`config.mk`:
```
export PLATFORM = sky130hd
export DESIGN_NAME = ipc_mbox
export DESIGN_NICKNAME = d
export VERILOG_FILES = /design/src/rtl/ipc_mbox_pkg.sv /design/src/rtl/ipc_mbox_decode.sv /design/src/rtl/ipc_mbox_buf.sv /design/src/rtl/ipc_mbox_ctrl.sv /design/src/rtl/ipc_mbox.sv
export SDC_FILE = /design/constraint.sdc
export NUM_CORES = 1
export LEC_CHECK = 0
export BUFFER_PORTS_ARGS = -buffer_cell sky130_fd_sc_hd__buf_2
export CAP_MARGIN = 40
export CORE_UTILIZATION = 60
export DETAILED_ROUTE_END_ITERATION = 8
export PLACE_DENSITY = 0.88
export SKIP_LAST_GASP = 1
export SLEW_MARGIN = 40
export SYNTH_ARGS = -nofsm -noshare
export SYNTH_HDL_FRONTEND = slang
export SYNTH_HIERARCHICAL = 1
export SYNTH_SLANG_ARGS = --single-unit
```
`constraint.sdc`:
```
create_clock -name clk -period 4.5 [get_ports clk]
set_clock_uncertainty 0.1 [all_clocks]
set_input_delay 0 -clock clk [delete_from_list [all_inputs] [get_ports clk]]
set_output_delay 0 -clock clk [all_outputs]
set_load 0.01 [all_outputs]
```
`src/rtl/ipc_mbox_pkg.sv`:
```
package ipc_mbox_pkg;

  localparam int unsigned WORD_CMD  = 0;
  localparam int unsigned WORD_STAT = 1;
  localparam int unsigned WORD_SPTR = 2;
  localparam int unsigned WORD_DPTR = 3;
  localparam int unsigned WORD_WBUF = 32;

  typedef struct packed {
    logic [7:0] rsv_hi;
    logic [7:0] in_size;
    logic [3:0] sub_id;
    logic [2:0] rsv_lo;
    logic       ioc;
    logic [7:0] code;
  } cmd_word_t;

  typedef struct packed {
    logic [7:0] rsv_hi;
    logic [7:0] err_code;
    logic [7:0] init_id;
    logic [3:0] cmd_id;
    logic       rsv3;
    logic       overrun;
    logic       err;
    logic       busy;
  } stat_word_t;

  typedef enum logic [2:0] {
    SEL_NONE, SEL_CMD, SEL_STAT, SEL_SPTR, SEL_DPTR, SEL_WBUF, SEL_RBUF
  } sel_t;

endpackage

```
`src/rtl/ipc_mbox_decode.sv`:
```
module ipc_mbox_decode
  import ipc_mbox_pkg::*;
#(
  parameter int unsigned ADDR_W    = 8,
  parameter int unsigned NUM_WORDS = 4,
  localparam int unsigned IDX_W    = (NUM_WORDS > 1) ? $clog2(NUM_WORDS) : 1,
  localparam int unsigned WA       = ADDR_W - 2
) (
  input  logic [ADDR_W-1:0] addr,
  output sel_t              sel,
  output logic [IDX_W-1:0]  idx
);
  localparam logic [WA-1:0] W_CMD   = WA'(WORD_CMD);
  localparam logic [WA-1:0] W_STAT  = WA'(WORD_STAT);
  localparam logic [WA-1:0] W_SPTR  = WA'(WORD_SPTR);
  localparam logic [WA-1:0] W_DPTR  = WA'(WORD_DPTR);
  localparam logic [WA-1:0] W_WB    = WA'(WORD_WBUF);
  localparam logic [WA-1:0] W_RB    = WA'(WORD_WBUF + NUM_WORDS);
  localparam logic [WA-1:0] W_RBEND = WA'(WORD_WBUF + 2 * NUM_WORDS);

  logic [WA-1:0] word;
  logic          aligned;

  assign word    = addr[ADDR_W-1:2];
  assign aligned = (addr[1:0] == 2'b00);

  always_comb begin
    sel = SEL_NONE;
    idx = '0;
    if (aligned) begin
      if (word == W_CMD)       sel = SEL_CMD;
      else if (word == W_STAT) sel = SEL_STAT;
      else if (word == W_SPTR) sel = SEL_SPTR;
      else if (word == W_DPTR) sel = SEL_DPTR;
      else if (word >= W_WB && word < W_RB) begin
        sel = SEL_WBUF;
        idx = IDX_W'(word - W_WB);
      end else if (word >= W_RB && word < W_RBEND) begin
        sel = SEL_RBUF;
        idx = IDX_W'(word - W_RB);
      end
    end
  end
endmodule

```
`src/rtl/ipc_mbox_buf.sv`:
```
module ipc_mbox_buf #(
  parameter int unsigned DEPTH = 4,
  parameter int unsigned DW    = 32,
  localparam int unsigned IW   = (DEPTH > 1) ? $clog2(DEPTH) : 1
) (
  input  logic                      clk,
  input  logic                      rst_n,
  input  logic                      wr_en,
  input  logic [IW-1:0]             wr_idx,
  input  logic [DW-1:0]             wr_data,
  output logic [DEPTH-1:0][DW-1:0]  words
);
  logic [DEPTH-1:0][DW-1:0] mem_q;

  always_ff @(posedge clk) begin
    if (!rst_n) begin
      mem_q <= '0;
    end else begin
      for (int i = 0; i < int'(DEPTH); i++) begin
        if (wr_en && wr_idx == IW'(i)) mem_q[i] <= wr_data;
      end
    end
  end

  assign words = mem_q;
endmodule

```
`src/rtl/ipc_mbox_ctrl.sv`:
```
module ipc_mbox_ctrl
  import ipc_mbox_pkg::*;
#(
  parameter logic [7:0] INITIATOR_ID = 8'h5A
) (
  input  logic        clk,
  input  logic        rst_n,
  input  logic        cmd_wr,
  input  logic [31:0] cmd_wdata,
  input  logic        done,
  input  logic        err,
  input  logic [7:0]  err_code,
  input  logic        irq_ack,
  output cmd_word_t   cmd_q,
  output stat_word_t  stat_q,
  output logic        busy,
  output logic        ctl_irq,
  output logic        host_irq
);
  logic accept;
  logic finish;

  assign accept = cmd_wr && !stat_q.busy;
  assign finish = done && stat_q.busy;

  always_ff @(posedge clk) begin
    if (!rst_n) begin
      cmd_q    <= '0;
      stat_q   <= '0;
      ctl_irq  <= 1'b0;
      host_irq <= 1'b0;
    end else begin
      host_irq <= finish && cmd_q.ioc;
      if (accept) begin
        cmd_q       <= cmd_word_t'(cmd_wdata);
        stat_q.busy <= 1'b1;
      end
      if (cmd_wr && stat_q.busy) stat_q.overrun <= 1'b1;
      if (finish) begin
        stat_q.busy     <= 1'b0;
        stat_q.err      <= err;
        stat_q.err_code <= err_code;
        stat_q.cmd_id   <= cmd_q.sub_id;
        stat_q.init_id  <= INITIATOR_ID;
      end
      if (accept)       ctl_irq <= 1'b1;
      else if (irq_ack) ctl_irq <= 1'b0;
    end
  end

  assign busy = stat_q.busy;
endmodule

```
`src/rtl/ipc_mbox.sv`:
```
module ipc_mbox
  import ipc_mbox_pkg::*;
#(
  parameter int unsigned ADDR_W       = 8,
  parameter int unsigned NUM_WORDS    = 4,
  parameter logic [7:0]  INITIATOR_ID = 8'h5A,
  localparam int unsigned IDX_W       = (NUM_WORDS > 1) ? $clog2(NUM_WORDS) : 1
) (
  input  logic              clk,
  input  logic              rst_n,
  input  logic              h_wr_en,
  input  logic              h_rd_en,
  input  logic [ADDR_W-1:0] h_addr,
  input  logic [3:0]        h_be,
  input  logic [31:0]       h_wdata,
  output logic [31:0]       h_rdata,
  output logic              h_irq,
  output logic              c_irq,
  input  logic              c_irq_ack,
  output logic              c_busy,
  output logic [31:0]       c_cmd,
  output logic [31:0]       c_sptr,
  output logic [31:0]       c_dptr,
  input  logic [IDX_W-1:0]  c_wbuf_idx,
  output logic [31:0]       c_wbuf_data,
  input  logic              c_rbuf_we,
  input  logic [IDX_W-1:0]  c_rbuf_idx,
  input  logic [31:0]       c_rbuf_wdata,
  input  logic              c_done,
  input  logic              c_err,
  input  logic [7:0]        c_err_code
);
  sel_t                        sel;
  logic [IDX_W-1:0]            idx;
  logic                        full_wr;
  cmd_word_t                   cmd_q;
  stat_word_t                  stat_q;
  logic [NUM_WORDS-1:0][31:0]  wbuf_words;
  logic [NUM_WORDS-1:0][31:0]  rbuf_words;
  logic [31:0]                 sptr_q, dptr_q;

  assign full_wr = h_wr_en && (&h_be);

  ipc_mbox_decode #(.ADDR_W(ADDR_W), .NUM_WORDS(NUM_WORDS)) u_dec (
    .addr(h_addr), .sel(sel), .idx(idx)
  );

  ipc_mbox_ctrl #(.INITIATOR_ID(INITIATOR_ID)) u_ctrl (
    .clk(clk), .rst_n(rst_n),
    .cmd_wr(full_wr && sel == SEL_CMD), .cmd_wdata(h_wdata),
    .done(c_done), .err(c_err), .err_code(c_err_code), .irq_ack(c_irq_ack),
    .cmd_q(cmd_q), .stat_q(stat_q), .busy(c_busy),
    .ctl_irq(c_irq), .host_irq(h_irq)
  );

  ipc_mbox_buf #(.DEPTH(NUM_WORDS), .DW(32)) u_wbuf (
    .clk(clk), .rst_n(rst_n),
    .wr_en(full_wr && sel == SEL_WBUF), .wr_idx(idx), .wr_data(h_wdata),
    .words(wbuf_words)
  );

  ipc_mbox_buf #(.DEPTH(NUM_WORDS), .DW(32)) u_rbuf (
    .clk(clk), .rst_n(rst_n),
    .wr_en(c_rbuf_we), .wr_idx(c_rbuf_idx), .wr_data(c_rbuf_wdata),
    .words(rbuf_words)
  );

  always_ff @(posedge clk) begin
    if (!rst_n) begin
      sptr_q <= '0;
      dptr_q <= '0;
    end else if (full_wr) begin
      if (sel == SEL_SPTR) sptr_q <= h_wdata;
      if (sel == SEL_DPTR) dptr_q <= h_wdata;
    end
  end

  always_ff @(posedge clk) begin
    if (!rst_n) begin
      h_rdata <= '0;
    end else if (h_rd_en) begin
      case (sel)
        SEL_STAT: h_rdata <= stat_q;
        SEL_SPTR: h_rdata <= sptr_q;
        SEL_DPTR: h_rdata <= dptr_q;
        SEL_WBUF: h_rdata <= wbuf_words[idx];
        SEL_RBUF: h_rdata <= rbuf_words[idx];
        default:  h_rdata <= '0;
      endcase
    end
  end

  assign c_cmd       = cmd_q;
  assign c_sptr      = sptr_q;
  assign c_dptr      = dptr_q;
  assign c_wbuf_data = wbuf_words[c_wbuf_idx];
endmodule

```
==> results.py <==
metrics = {
    "synth": {
        "netlist_instances": 1859,
        "synth.distinct_cells": 46,
        "syn_area_mm2": 0.0187,
        "syn_area_per_cell_um2": 10.1,
        "yosys.area_share.adder_pct": 0,
        "yosysMostFrequentCell": "nand2_1",
        "synth_commonest_cells": "527 x nand2_1, 402 x dfxtp_1, 292 x mux2i_1",
        "synth_top_family_by_area": "multiplexers",
        "ys_ff_latch": 402,
        "synth_top_flop_cell": "dfxtp_1",
        "yosys.area_share.xor_xnor_pct": 0,
        "synth-simple-area-share_pct": 14.4,
        "synthTopCellsByArea": "dfxtp_1 43%, mux2i_1 16%, nand2_1 11%",
        "synth_mux_area_share_pct": 27.2,
        "synth_edf_count": 0,
        "synthArstFlopShare_pct": 0,
        "synth_compound_area_share_pct": 8.23,
        "synth_top_cell_area_share_pct": 43.0,
        "yosysSeqAreaShare_pct": 43.0,
        "synth_top_cell_by_area": "dfxtp_1",
        "ys_warn_count": 6,
    },
    "die": {
        "fp.dieH_um": 179,
        "io_pins": 259,
        "chipWidth_um": 179,
        "core_area_mm2": 0.0307,
        "start_util_pct": 61.0,
        "die-area_mm2": 0.0319,
        "fp-row-count": 64,
    },
    "critical_path": {
        "critPathLaunch": "h_addr[6]",
        "worstSetupEndpointType": "register",
        "start_kind": "input port",
        "crit_type": "input port to register",
        "required_ns": 4.83,
        "r2r_cells": 3,
        "critPathArrivalTime_ns": 3.10,
        "r2r_slack_ns": 2.53,
        "r2r-end": "u_ctrl/cmd_q[8]",
        "worst-path-max-fanout": 33,
        "reg2reg_from": "u_ctrl/busy",
        "endpoint": "u_wbuf/words[29]",
    },
    "sta": {
        "worst_pin_slew_ns": 0.858,
        "min_period_over_period_pct": 61.5,
        "hold_viol": 0,
        "slew_viol_final": 0,
        "tns_ns": 0,
        "max_slew_margin_pct": 42.8,
        "rsz0062_at_grt": "no",
        "setup_viol": 0,
        "fmax_mhz": 361,
        "min_period_ns": 2.77,
    },
    "grt": {
        "grt_start_max_net_pins": 185,
        "grt_overflow": 0,
        "track_usage_pct": 34.0,
        "antenna_found_initial": 0,
        "grt_pass1_vias": 15000,
        "grt_pass1_wl_mm": 84.2,
    },
    "power_and_ir_drop": {
        "p_seq_share_pct": 48.8,
        "switching_share_pct": 22.4,
        "p_int_w": 0.00575,
        "pwr-share-comb_pct": 5.9,
        "power_density_mw_per_mm2": 340,
        "max-vdd-ir-drop_v": 0.000260,
        "clockPowerShare_pct": 45.3,
        "p_leak_nw": 9.55,
        "p_switching_w": 0.00166,
    },
    "run_status": {
        "status": "completed",
    },
    "drt": {
        "first_iter_violations": 2203,
        "detail-route-antenna-nets": 0,
        "avgRoutedWirePerCell_um": 21.8,
        "via_per_inst": 6.21,
        "first_pass_iters": 7,
        "vias": 15700,
        "drc": 0,
        "routed_wl_mm": 55.2,
    },
    "cells_and_area": {
        "final_layout_size_suffix_gt1_share_pct": 23.4,
        "nets": 2204,
        "final_cell_area_mm2": 0.0218,
        "syn2layout_area_growth_pct": 16.5,
        "diodes": 0,
    },
    "cts": {
        "cts-root-buf": "clkbuf_16",
        "cts.sinks": 402,
        "insertion_delay_ns": 0.53,
        "clk_pin_slew_worst_paths_ns": 0.06,
        "cts_tree": "yes",
        "ctsResizeCount": 0,
        "cts-buffers-inserted": 40,
        "htree_num_levels": 2,
        "cts_buffer_depth": 3,
    },
    "worst_hold_path": {
        "hold_start": "h_addr[4]",
        "min_path_type": "input port to register",
    },
    "placement": {
        "detailed_place_hpwl_mm": 35.5,
        "port_buffers": 258,
        "gp_congestion": 0.971,
        "place_area_mm2": 0.0196,
    },
    "flow_run": {
        "maxCapViolations": 0,
    },
}
==> repair_timing <==
item / CTS / global route
hold buffers: 90 / 0
buffers inserted: 0 / 0
hold endpoints to repair: 364 / 0
==> cell families after synthesis <==
family / Yosys count
and+or+nand+nor: 641
muxes: 420
DFF: 402
AOI/OAI and AO/OA: 208
buffers and inverters: 187
other: 1
==> cell type report <==
class	instances	area (µm²)
multi-input cells	1282	9430
repair buffers	381	2520
well taps	396	495
clock buffers	58	1170
inverters	1	3.75
fillers	2122	8860
clock inverters	12	144
flip-flops and latches	402	8050
==> power by group through the flow <==
stage	Sequential [W]	Combinational, W	Clock [W]
after floorplan	0.00369	0.000265	0
after global placement	0.00369	0.000350	0
after detailed placement	0.00370	0.000364	0
after CTS	0.00362	0.000421	0.00337
after global routing	0.00362	0.000466	0.00351
final	0.00362	0.000440	0.00336
==> layer usage <==
layer	vias up	GRT usage (%)	part of all wire, %
met4	0	14.3	4.2
met2	961	52.5	46
met1	7598	46.9	40
met3	162	6.16	10
met5	-	0	0
li1	6997	-	-
==> worst max-delay path, cell delays in order <==
cell and delay [ns]:
buf_2 0.10, nor4_1 0.53, o21a_1 0.43, nor2b_2 0.21, buf_4 0.35, nor2b_1 0.38, nor3b_4 0.24, buf_4 0.53
mux2i_1 0.28
==> cell usage in the layout (no fill, tap or decap), drive strengths merged, types with 39 or more instances in the layout <==
master	instances
buf	291
clkbuf	58
dfxtp	402
dlygate4sd3	90
mux2	64
mux2i	292
mux4	64
nand2	527
nand3	39
nor2b	41
o21ai	41
==> worst min path at each step <==
stage / cells after the start / endpoint / slack [ns]
floorplan: 2 / c_dptr[16] / 0.03
global placement: 3 / c_sptr[30] / 0.19
detailed placement: 3 / c_dptr[5] / 0.20
CTS: 6 / u_ctrl/stat_q[2] / 0.008
global route: 6 / u_ctrl/stat_q[2] / 0.05
finish: 6 / u_ctrl/stat_q[2] / 0.02
==> state kept, by name, indices dropped and copies added, names as in the netlist <==
signal           flops
u_ctrl/cmd_q        32
u_ctrl/busy          1
u_rbuf/words       128
u_wbuf/words       128
u_ctrl/stat_q       15
c_sptr              32
c_dptr              32
u_ctrl/ctl_irq       1
u_ctrl/host_irq      1
h_rdata             32
==> per-stage QoR <==
stage,hold WS [ns],power (W),worst slack (ns),cells,util (%)
4_1_cts,0.00784,0.00741,1.90,2531,71.0
2_1_floorplan,0.0349,0.00396,2.12,1871,-
3_5_place_dp,0.196,0.00406,1.39,2371,63.8
3_3_place_gp,0.192,0.00404,1.49,2366,63.6
6_report,0.0225,0.00742,1.73,2532,71.1
5_1_grt,0.0550,0.00759,1.55,2532,71.1
Note: power is estimated with default switching activity, not from simulation.
